==> src/rtl/txsup_pkg.sv <==
package txsup_pkg;

  typedef enum logic [1:0] {
    ST_OFF   = 2'd0,
    ST_INIT  = 2'd1,
    ST_RUN   = 2'd2,
    ST_FAULT = 2'd3
  } supState_e;

  // strobes from control to datapath timer
  typedef struct packed {
    logic timerClr;
    logic timerInc;
  } timerCmd_t;

endpackage

==> src/rtl/txsup_dp.sv <==
module txsup_dp
  import txsup_pkg::*;
#(
  parameter int INIT_CYC  = 1000,
  parameter int RESET_CYC = 10,
  parameter int CNT_W     = 10
) (
  input  logic      clk,
  input  logic      rstN,
  input  logic      txDisable,
  input  logic      supplyGood,
  input  logic      faultRaw,
  input  timerCmd_t cmd,
  output logic      disS,
  output logic      powerS,
  output logic      faultS,
  output logic      initDone,
  output logic      resetMet
);

  localparam int NSYNC = 3;
  // bit 0: disable (resets to disabled), bit 1: power, bit 2: fault
  localparam logic [NSYNC-1:0] SYNC_RST = 3'b001;

  logic [NSYNC-1:0] rawIn;
  logic [NSYNC-1:0] syncOut;
  logic [CNT_W-1:0] timerQ;

  assign rawIn = {faultRaw, supplyGood, txDisable};

  for (genvar i = 0; i < NSYNC; i++) begin : g_sync
    logic stage1, stage2;
    always_ff @(posedge clk or negedge rstN) begin
      if (!rstN) begin
        stage1 <= SYNC_RST[i];
        stage2 <= SYNC_RST[i];
      end else begin
        stage1 <= rawIn[i];
        stage2 <= stage1;
      end
    end
    assign syncOut[i] = stage2;
  end

  assign disS   = syncOut[0];
  assign powerS = syncOut[1];
  assign faultS = syncOut[2];

  always_ff @(posedge clk or negedge rstN) begin
    if (!rstN)             timerQ <= '0;
    else if (cmd.timerClr) timerQ <= '0;
    else if (cmd.timerInc) timerQ <= timerQ + 1'b1;
  end

  assign initDone = (timerQ == CNT_W'(INIT_CYC - 1));
  assign resetMet = (timerQ >= CNT_W'(RESET_CYC));

endmodule

==> src/rtl/txsup_ctrl.sv <==
module txsup_ctrl
  import txsup_pkg::*;
(
  input  logic      clk,
  input  logic      rstN,
  input  logic      disS,
  input  logic      powerS,
  input  logic      faultS,
  input  logic      initDone,
  input  logic      resetMet,
  output timerCmd_t cmd,
  output logic      laserEn,
  output logic      txFault
);

  supState_e state, stateNxt;

  always_ff @(posedge clk or negedge rstN) begin
    if (!rstN) state <= ST_OFF;
    else       state <= stateNxt;
  end

  always_comb begin
    stateNxt     = state;
    cmd.timerClr = 1'b0;
    cmd.timerInc = 1'b0;
    if (!powerS) begin
      stateNxt     = ST_OFF;
      cmd.timerClr = 1'b1;
    end else begin
      case (state)
        ST_OFF: begin
          stateNxt     = ST_INIT;
          cmd.timerClr = 1'b1;
        end
        ST_INIT: begin
          if (faultS) begin
            stateNxt     = ST_FAULT;
            cmd.timerClr = 1'b1;
          end else if (initDone) begin
            stateNxt = ST_RUN;
          end else begin
            cmd.timerInc = 1'b1;
          end
        end
        ST_RUN: begin
          if (faultS) begin
            stateNxt     = ST_FAULT;
            cmd.timerClr = 1'b1;
          end
        end
        ST_FAULT: begin
          if (disS) begin
            cmd.timerInc = !resetMet;
          end else if (resetMet) begin
            stateNxt     = ST_INIT;
            cmd.timerClr = 1'b1;
          end else begin
            cmd.timerClr = 1'b1;
          end
        end
        default: begin
          stateNxt     = ST_OFF;
          cmd.timerClr = 1'b1;
        end
      endcase
    end
  end

  assign laserEn = (state == ST_RUN) && !disS && !faultS;
  assign txFault = (state == ST_FAULT);

endmodule

==> src/rtl/txsup_top.sv <==
module txsup_top
  import txsup_pkg::*;
#(
  parameter int CLK_HZ   = 100_000_000,
  parameter int RESET_US = 10,
  parameter int INIT_US  = 1000
) (
  input  logic clk,
  input  logic rstN,
  input  logic txDisable,
  input  logic supplyGood,
  input  logic faultRaw,
  output logic laserEn,
  output logic txFault
);

  localparam int CYC_PER_US = (CLK_HZ / 1_000_000 < 1) ? 1 : CLK_HZ / 1_000_000;
  localparam int RESET_CYC  = RESET_US * CYC_PER_US;
  localparam int INIT_CYC   = INIT_US * CYC_PER_US;
  localparam int CNT_MAX    = (INIT_CYC > RESET_CYC) ? INIT_CYC : RESET_CYC;
  localparam int CNT_W      = $clog2(CNT_MAX + 1);

  timerCmd_t cmd;
  logic disS, powerS, faultS, initDone, resetMet;

  txsup_dp #(
    .INIT_CYC (INIT_CYC),
    .RESET_CYC(RESET_CYC),
    .CNT_W    (CNT_W)
  ) dp_i (
    .clk       (clk),
    .rstN      (rstN),
    .txDisable (txDisable),
    .supplyGood(supplyGood),
    .faultRaw  (faultRaw),
    .cmd       (cmd),
    .disS      (disS),
    .powerS    (powerS),
    .faultS    (faultS),
    .initDone  (initDone),
    .resetMet  (resetMet)
  );

  txsup_ctrl ctrl_i (
    .clk     (clk),
    .rstN    (rstN),
    .disS    (disS),
    .powerS  (powerS),
    .faultS  (faultS),
    .initDone(initDone),
    .resetMet(resetMet),
    .cmd     (cmd),
    .laserEn (laserEn),
    .txFault (txFault)
  );

endmodule

==> config.mk <==
export PLATFORM = sky130hd
export DESIGN_NAME = txsup_top
export DESIGN_NICKNAME = d
export VERILOG_FILES = /design/src/rtl/txsup_pkg.sv /design/src/rtl/txsup_dp.sv /design/src/rtl/txsup_ctrl.sv /design/src/rtl/txsup_top.sv
export SDC_FILE = /design/constraint.sdc
export NUM_CORES = 1
export LEC_CHECK = 0
export BUFFER_PORTS_ARGS = -buffer_cell sky130_fd_sc_hd__buf_2
export CAP_MARGIN = 20
export CORE_MARGIN = 2
export CORE_UTILIZATION = 50
export DETAILED_ROUTE_END_ITERATION = 8
export PLACE_DENSITY = 0.64
export SKIP_LAST_GASP = 1
export SLEW_MARGIN = 0
export SYNTH_ARGS = -nofsm -noshare
export SYNTH_HDL_FRONTEND = slang
export SYNTH_SLANG_ARGS = --single-unit
export TNS_END_PERCENT = 20
==> constraint.sdc <==
create_clock -name clk -period 5 [get_ports clk]
set_input_delay 1 -clock clk [delete_from_list [all_inputs] [get_ports clk]]
set_output_delay 1 -clock clk [all_outputs]
set_load 0.005 [all_outputs]
* After elaboration in Yosys (flattened, before gate mapping)
Index checks and enable logic that the tools add are counted.
** Word-level totals
- Output and inout port bits :: 2
- Register bits :: 25
** Cells by class
- Reductions and logical operators :: 9
- Add/sub/neg operators :: 1
- Mux-type cells :: 18
- Order comparisons :: 1
- Equality and inequality tests :: 8
** Operators by type and width (number)
- 17-bit 2-to-1 mux :: 2
- 17-bit by 1-bit adder with 17-bit output, second input constant :: 1
- 17-bit == test, second input constant :: 1
- 17-bit by 10-bit >= comparator with 1-bit output, second input constant :: 1
- 2-bit 2-to-1 mux :: 6
- 2-bit one-hot mux with 4 select lines :: 1
- 1-bit 2-to-1 mux :: 7
- 3-bit inequality test, second input constant :: 2
- 2-bit == test, second input constant :: 2
- 4-bit by 3-bit inequality test with 1-bit output, second input constant :: 1
- 4-bit AND reduction :: 1
- 1-bit logical NOT :: 3
- 3-bit by 2-bit inequality test with 1-bit output, second input constant :: 1
- 1-bit one-hot mux with 3 select lines :: 1
- 2-bit by 1-bit == test with 1-bit output, second input constant :: 1
- 1-bit logical AND :: 2
- 2-bit logical NOT :: 1
- 1-bit one-hot mux with 2 select lines :: 1
- 2-bit nonzero test :: 1
- 2-bit OR reduction :: 1

* Logic depth before layout (Yosys ltp)
- Word-level depth :: 7
- Gate-level depth with buffers :: 7
- Depth with buffers taken out :: 7

* Hierarchy
A second synthesis with hierarchy kept.
** Unflattened totals
- Cells, all modules :: 134
- Area, all modules :: 1373.8 um^2
** By module, submodules not included
- txsup_dp :: sequential area each 578.1 um^2, area an instance 1133.6 um^2, times used 1, cells each 106
- txsup_ctrl :: sequential area each 50.0 um^2, area an instance 240.2 um^2, times used 1, cells each 28

* Worst setup path after synthesis
OpenSTA, ideal clock, no wires.
- Path type :: register to register
- Start point :: register ctrl_i.state[1]
- End point :: register dp_i.timerQ[11]
- Cell stages (with the launch flop) :: 7
- Required time :: 4922 ps
- Clock period less this slack :: 2058 ps
- Setup slack :: 2942 ps
- Arrival time :: 1981 ps
- Setup time :: 78 ps
- Cell sequence :: dfrtp_1 > ha_1 > nor4b_2 > o2111ai_4 > a211o_1 > or3_1 > a21oi_1
** On the way
- Elaborated cells between the ends (all ways) :: 11
- Those cells by class :: eq/ne (3); mux (5); reduce/logical (3)
** RTL lines
- start, declared :: line txsup_ctrl.sv:16 : supState_e state, stateNxt;
- start signal, assigned :: line txsup_ctrl.sv:20 : else state <= stateNxt;
- 2-bit == test *
- net txFault :: line txsup_top.sv:14 : output logic txFault
- 1-bit one-hot mux with 3 select lines / 1-bit one-hot mux with 2 select lines (equally long branches) :: line txsup_ctrl.sv:31 : case (state)
- 1-bit 2-to-1 mux :: line txsup_ctrl.sv:27 : if (!powerS) begin
- 17-bit 2-to-1 mux / 2-bit nonzero test (equally long branches)
- end signal, assigned :: line txsup_dp.sv:52 : else if (cmd.timerInc) timerQ <= timerQ + 1'b1;
- end, declared :: line txsup_dp.sv:27 : logic [CNT_W-1:0] timerQ;
Mark *: on every way through the listed nets, which the timed path passes. The rest lies on a longest branch.
A chain may end at the register's enable or synchronous reset.

* Worst setup path in the final report
- Start point :: register ctrl_i.state[0]
- End point :: output laserEn
** On the way
- Longest elaborated chain between the ends :: 3
** Ends and longest elaborated chain
- 2-bit == test :: line txsup_ctrl.sv:70 : assign laserEn = (state == ST_RUN) && !disS && !faultS;
- 1-bit logical AND (2 in a row) :: line txsup_ctrl.sv:70
- end, declared :: line txsup_top.sv:13 : output logic laserEn,
Every way passes these cells.

==> impl_metrics.sql <==
INSERT INTO impl_metrics (metric_group, metric, value, unit) VALUES
('routing', 'post_detailed_routing_wire_length', '2760', 'µm'),
('clock_tree', 'post_cts_hold_buffer_count', '0', ''),
('status', 'status', 'finished, final reports clean', ''),
('routing', 'firstDrtPassIters', '4', ''),
('floorplanning', 'initial_utilization', '0.522', ''),
('yosys', 'synthesis.yosys.warnings', '0', ''),
('yosys', 'synthesized_net_count', '153', ''),
('place', 'gpl.final_weighted_congestion', '0.874', ''),
('yosys', 'post_synth_inst_count', '142', ''),
('critical_path', 'timing.critical_path.cells', 'inv_1 -> ha_1 -> nor2b_1 -> and2_1 -> buf_2', ''),
('sta', 'max_freq', '0.413', 'GHz'),
('routing', 'detailroute.via_count', '1060', ''),
('clock_tree', 'cts-htree-levels', '1', ''),
('clock_tree', 'cts.repair_timing.setup_buffer_count', '0', ''),
('critical_path', 'crit_path_start_kind', 'flip-flop', ''),
('clock_tree', 'tritoncts.num_buffers', '3', ''),
('clock_tree', 'cts_repair_resize_count', '0', ''),
('yosys', 'ys_dominant_reg_cell', 'sky130_fd_sc_hd__dfrtp_1', ''),
('sta', 'finalClockSkew', '0.00430', 'ns'),
('yosys', 'netlist.top_cell.by_area', 'sky130_fd_sc_hd__dfrtp_1', ''),
('global_route', 'groute.usage.overall', '0.191', ''),
('critical_path', 'arrival', '1.42', 'ns'),
('clock_tree', 'clock_sink_count', '25', ''),
('yosys', 'synth_most_common_cell', 'sky130_fd_sc_hd__dfrtp_1', ''),
('power_and_ir_drop', 'power', '0.421', 'mW'),
('min_path', 'worst_hold_path_type', 'flip-flop to flip-flop', ''),
('global_route', 'grt_antenna_before_repair', '0', ''),
('critical_path', 'cp_data_required_time', '4.00', 'ns'),
('routing', 'initialDrtViolationCount', '46', ''),
('sta', 'fin_ws', '2.58', 'ns'),
('place', 'number_of_port_buffers', '6', ''),
('yosys', 'postSynthRegisterBits', '25', ''),
('routing', 'detail-route-antenna-nets', '0', ''),
('yosys', 'ys_top_cells_by_area', 'sky130_fd_sc_hd__dfrtp_1 40%, sky130_fd_sc_hd__ha_1 5.3%, sky130_fd_sc_hd__dfstp_2 3.7%', ''),
('sta', 'setup_viol_count_final', '0', ''),
('sta', 'post-route-period-util', '0.485', ''),
('place', 'hpwlAfterDp', '2050', 'µm'),
('critical_path', 'cp_slowest_cell', 'sky130_fd_sc_hd__dfrtp_1', ''),
('yosys', 'syn_area_per_cell', '10.1', 'µm²'),
('cells_and_area', 'final_net_count', '159', ''),
('critical_path', 'worstPathBufferInverterCount', '2', ''),
('global_route', 'number_of_global_route_vias_before_repair', '1068', ''),
('clock_tree', 'clk_path_buf_depth', '2', ''),
('yosys', 'post_synth_most_frequent_cells', '23 x sky130_fd_sc_hd__dfrtp_1, 12 x sky130_fd_sc_hd__nand2_1, 9 x sky130_fd_sc_hd__a21oi_1, 9 x sky130_fd_sc_hd__o21ai_0, 7 x sky130_fd_sc_hd__inv_1', ''),
('clock_tree', 'clock_tree_from_tritoncts', 'done', ''),
('global_route', 'overflow', '0', ''),
('routing', 'wire_per_inst', '15.5', 'µm'),
('critical_path', 'rrSetupSlack', '2.68', 'ns'),
('power_and_ir_drop', 'vdd.ir_drop.worst', '0.166', 'mV'),
('flow_run', 'drv_cap', '0', ''),
('global_route', 'grt_max_degree', '26', ''),
('global_route', 'first_pass_grt_wire_length', '4920', 'µm'),
('floorplanning', 'ios', '7', ''),
('cells_and_area', 'final_core_utilization', '0.546', ''),
('floorplanning', 'dieWidth', '57.4', 'µm'),
('critical_path', 'critical_path.endpoint_type', 'output pin', ''),
('power_and_ir_drop', 'power.leakage', '0.607', 'nW'),
('critical_path', 'worstSetupPathType', 'flip-flop to output pin', ''),
('sta', 'finalHoldViolCount', '0', ''),
('sta', 'rsz0062_at_grt', 'no', ''),
('floorplanning', 'floorplan.core_area', '0.00273', 'mm²'),
('power_and_ir_drop', 'cellPowerDensity', '282', 'mW/mm²'),
('routing', 'drt_drc_violations_left', '0', ''),
('floorplanning', 'die_h', '57.4', 'µm'),
('yosys', 'synth.distinct_cells', '45', ''),
('cells_and_area', 'layout-area-overhead-vs-synth', '4.47', '%'),
('sta', 'report.final.slew_viol_count', '0', ''),
('routing', 'vias_per_cell', '5.96', ''),
('yosys', 'synth_edf_count', '0', ''),
('sta', 'layout_min_cycle_time', '2.42', 'ns'),
('cells_and_area', 'layout-drive-gt1-share', '0.143', '');
[per-layer routing]
metal  track usage  routed length (µm)  part of all wire
met5             0                   0                 0
met1         0.269                1430              0.52
met2         0.299                1210              0.44
met3        0.0204                  64             0.023
met4        0.0831                  51             0.018
[final timing paths]
path	startpoint	depth (start not counted)	to
min in group asynchronous	rstN	1	dp_i.timerQ[1]
max in group asynchronous	rstN	1	dp_i.g_sync[0].stage1
worst min register to register	dp_i.g_sync[2].stage1	0	dp_i.faultS
worst max register to register	ctrl_i.state[1]	6	dp_i.timerQ[11]
worst max-delay path	ctrl_i.state[0]	5	laserEn
worst min-delay path	dp_i.g_sync[2].stage1	0	dp_i.faultS
[flip-flops by register name, summed over array words and instances, names as in the netlist]
signal / count
ctrl_i.state: 2
dp_i.powerS: 1
dp_i.g_sync.stage1: 3
dp_i.faultS: 1
dp_i.disS: 1
dp_i.timerQ: 17
[layout by cell type, fill, tap and decap left out, types with 2 or more instances in the layout]
| cell | Yosys | final |
|---|---|---|
| sky130_fd_sc_hd__a211oi_1 | 3 | 3 |
| sky130_fd_sc_hd__a21oi_1 | 9 | 9 |
| sky130_fd_sc_hd__a311oi_1 | 2 | 2 |
| sky130_fd_sc_hd__a31oi_1 | 2 | 2 |
| sky130_fd_sc_hd__and3_1 | 2 | 2 |
| sky130_fd_sc_hd__and3_2 | 3 | 3 |
| sky130_fd_sc_hd__buf_2 | 0 | 6 |
| sky130_fd_sc_hd__clkbuf_4 | 0 | 3 |
| sky130_fd_sc_hd__dfrtp_1 | 23 | 23 |
| sky130_fd_sc_hd__dfstp_2 | 2 | 2 |
| sky130_fd_sc_hd__ha_1 | 6 | 6 |
| sky130_fd_sc_hd__inv_1 | 7 | 7 |
| sky130_fd_sc_hd__mux2i_1 | 4 | 4 |
| sky130_fd_sc_hd__nand2_1 | 12 | 12 |
| sky130_fd_sc_hd__nand2b_1 | 4 | 4 |
| sky130_fd_sc_hd__nand3_1 | 6 | 6 |
| sky130_fd_sc_hd__nor2_1 | 6 | 6 |
| sky130_fd_sc_hd__nor2b_1 | 2 | 2 |
| sky130_fd_sc_hd__nor3_1 | 3 | 3 |
| sky130_fd_sc_hd__o211ai_1 | 3 | 3 |
| sky130_fd_sc_hd__o21ai_0 | 9 | 9 |
| sky130_fd_sc_hd__o31ai_1 | 2 | 2 |
| sky130_fd_sc_hd__or3_1 | 4 | 4 |
| sky130_fd_sc_hd__xnor2_1 | 4 | 4 |
[power by group]
| part | internal [mW] | leakage, nW | total (mW) | switching, mW |
|---|---|---|---|---|
| Sequential | 0.213 | 0.331 | 0.223 | 0.00985 |
| Combinational | 0.0392 | 0.261 | 0.107 | 0.0682 |
| Clock | 0.0313 | 0.0150 | 0.0912 | 0.0599 |
| Total | 0.283 | 0.607 | 0.421 | 0.138 |
[cell families (layout without fill, tap and decap cells)]
family          count (synthesis)  count (layout)  synth area share
mux                             4               4            0.0280
flops                          25              25             0.440
fa+ha+maj                       6               6            0.0526
simple gates                   53              53             0.226
buf+inv                        12              17            0.0403
xor+xnor                        4               4            0.0245
compound gates                 38              38             0.188
[area by class of cell]
cell class,count,area [µm²]
timing repair buffer,6,30.0
inverter,7,26.3
clock buffer,4,26.3
fill,237,1240
sequential,25,628
tap,31,38.8
multi-input combinational,105,742
[through the flow]
stage | instance area (µm²) | cells | hold WS [ns]
after CTS | 1490 | 178 | 0.368
after global routing | 1490 | 178 | 0.375
after floorplan | 1430 | 142 | 0.331
after global placement | 1470 | 174 | 0.332
after detailed placement | 1470 | 174 | 0.337
final | 1490 | 178 | 0.364
Note: power is estimated with default switching activity, not from simulation.
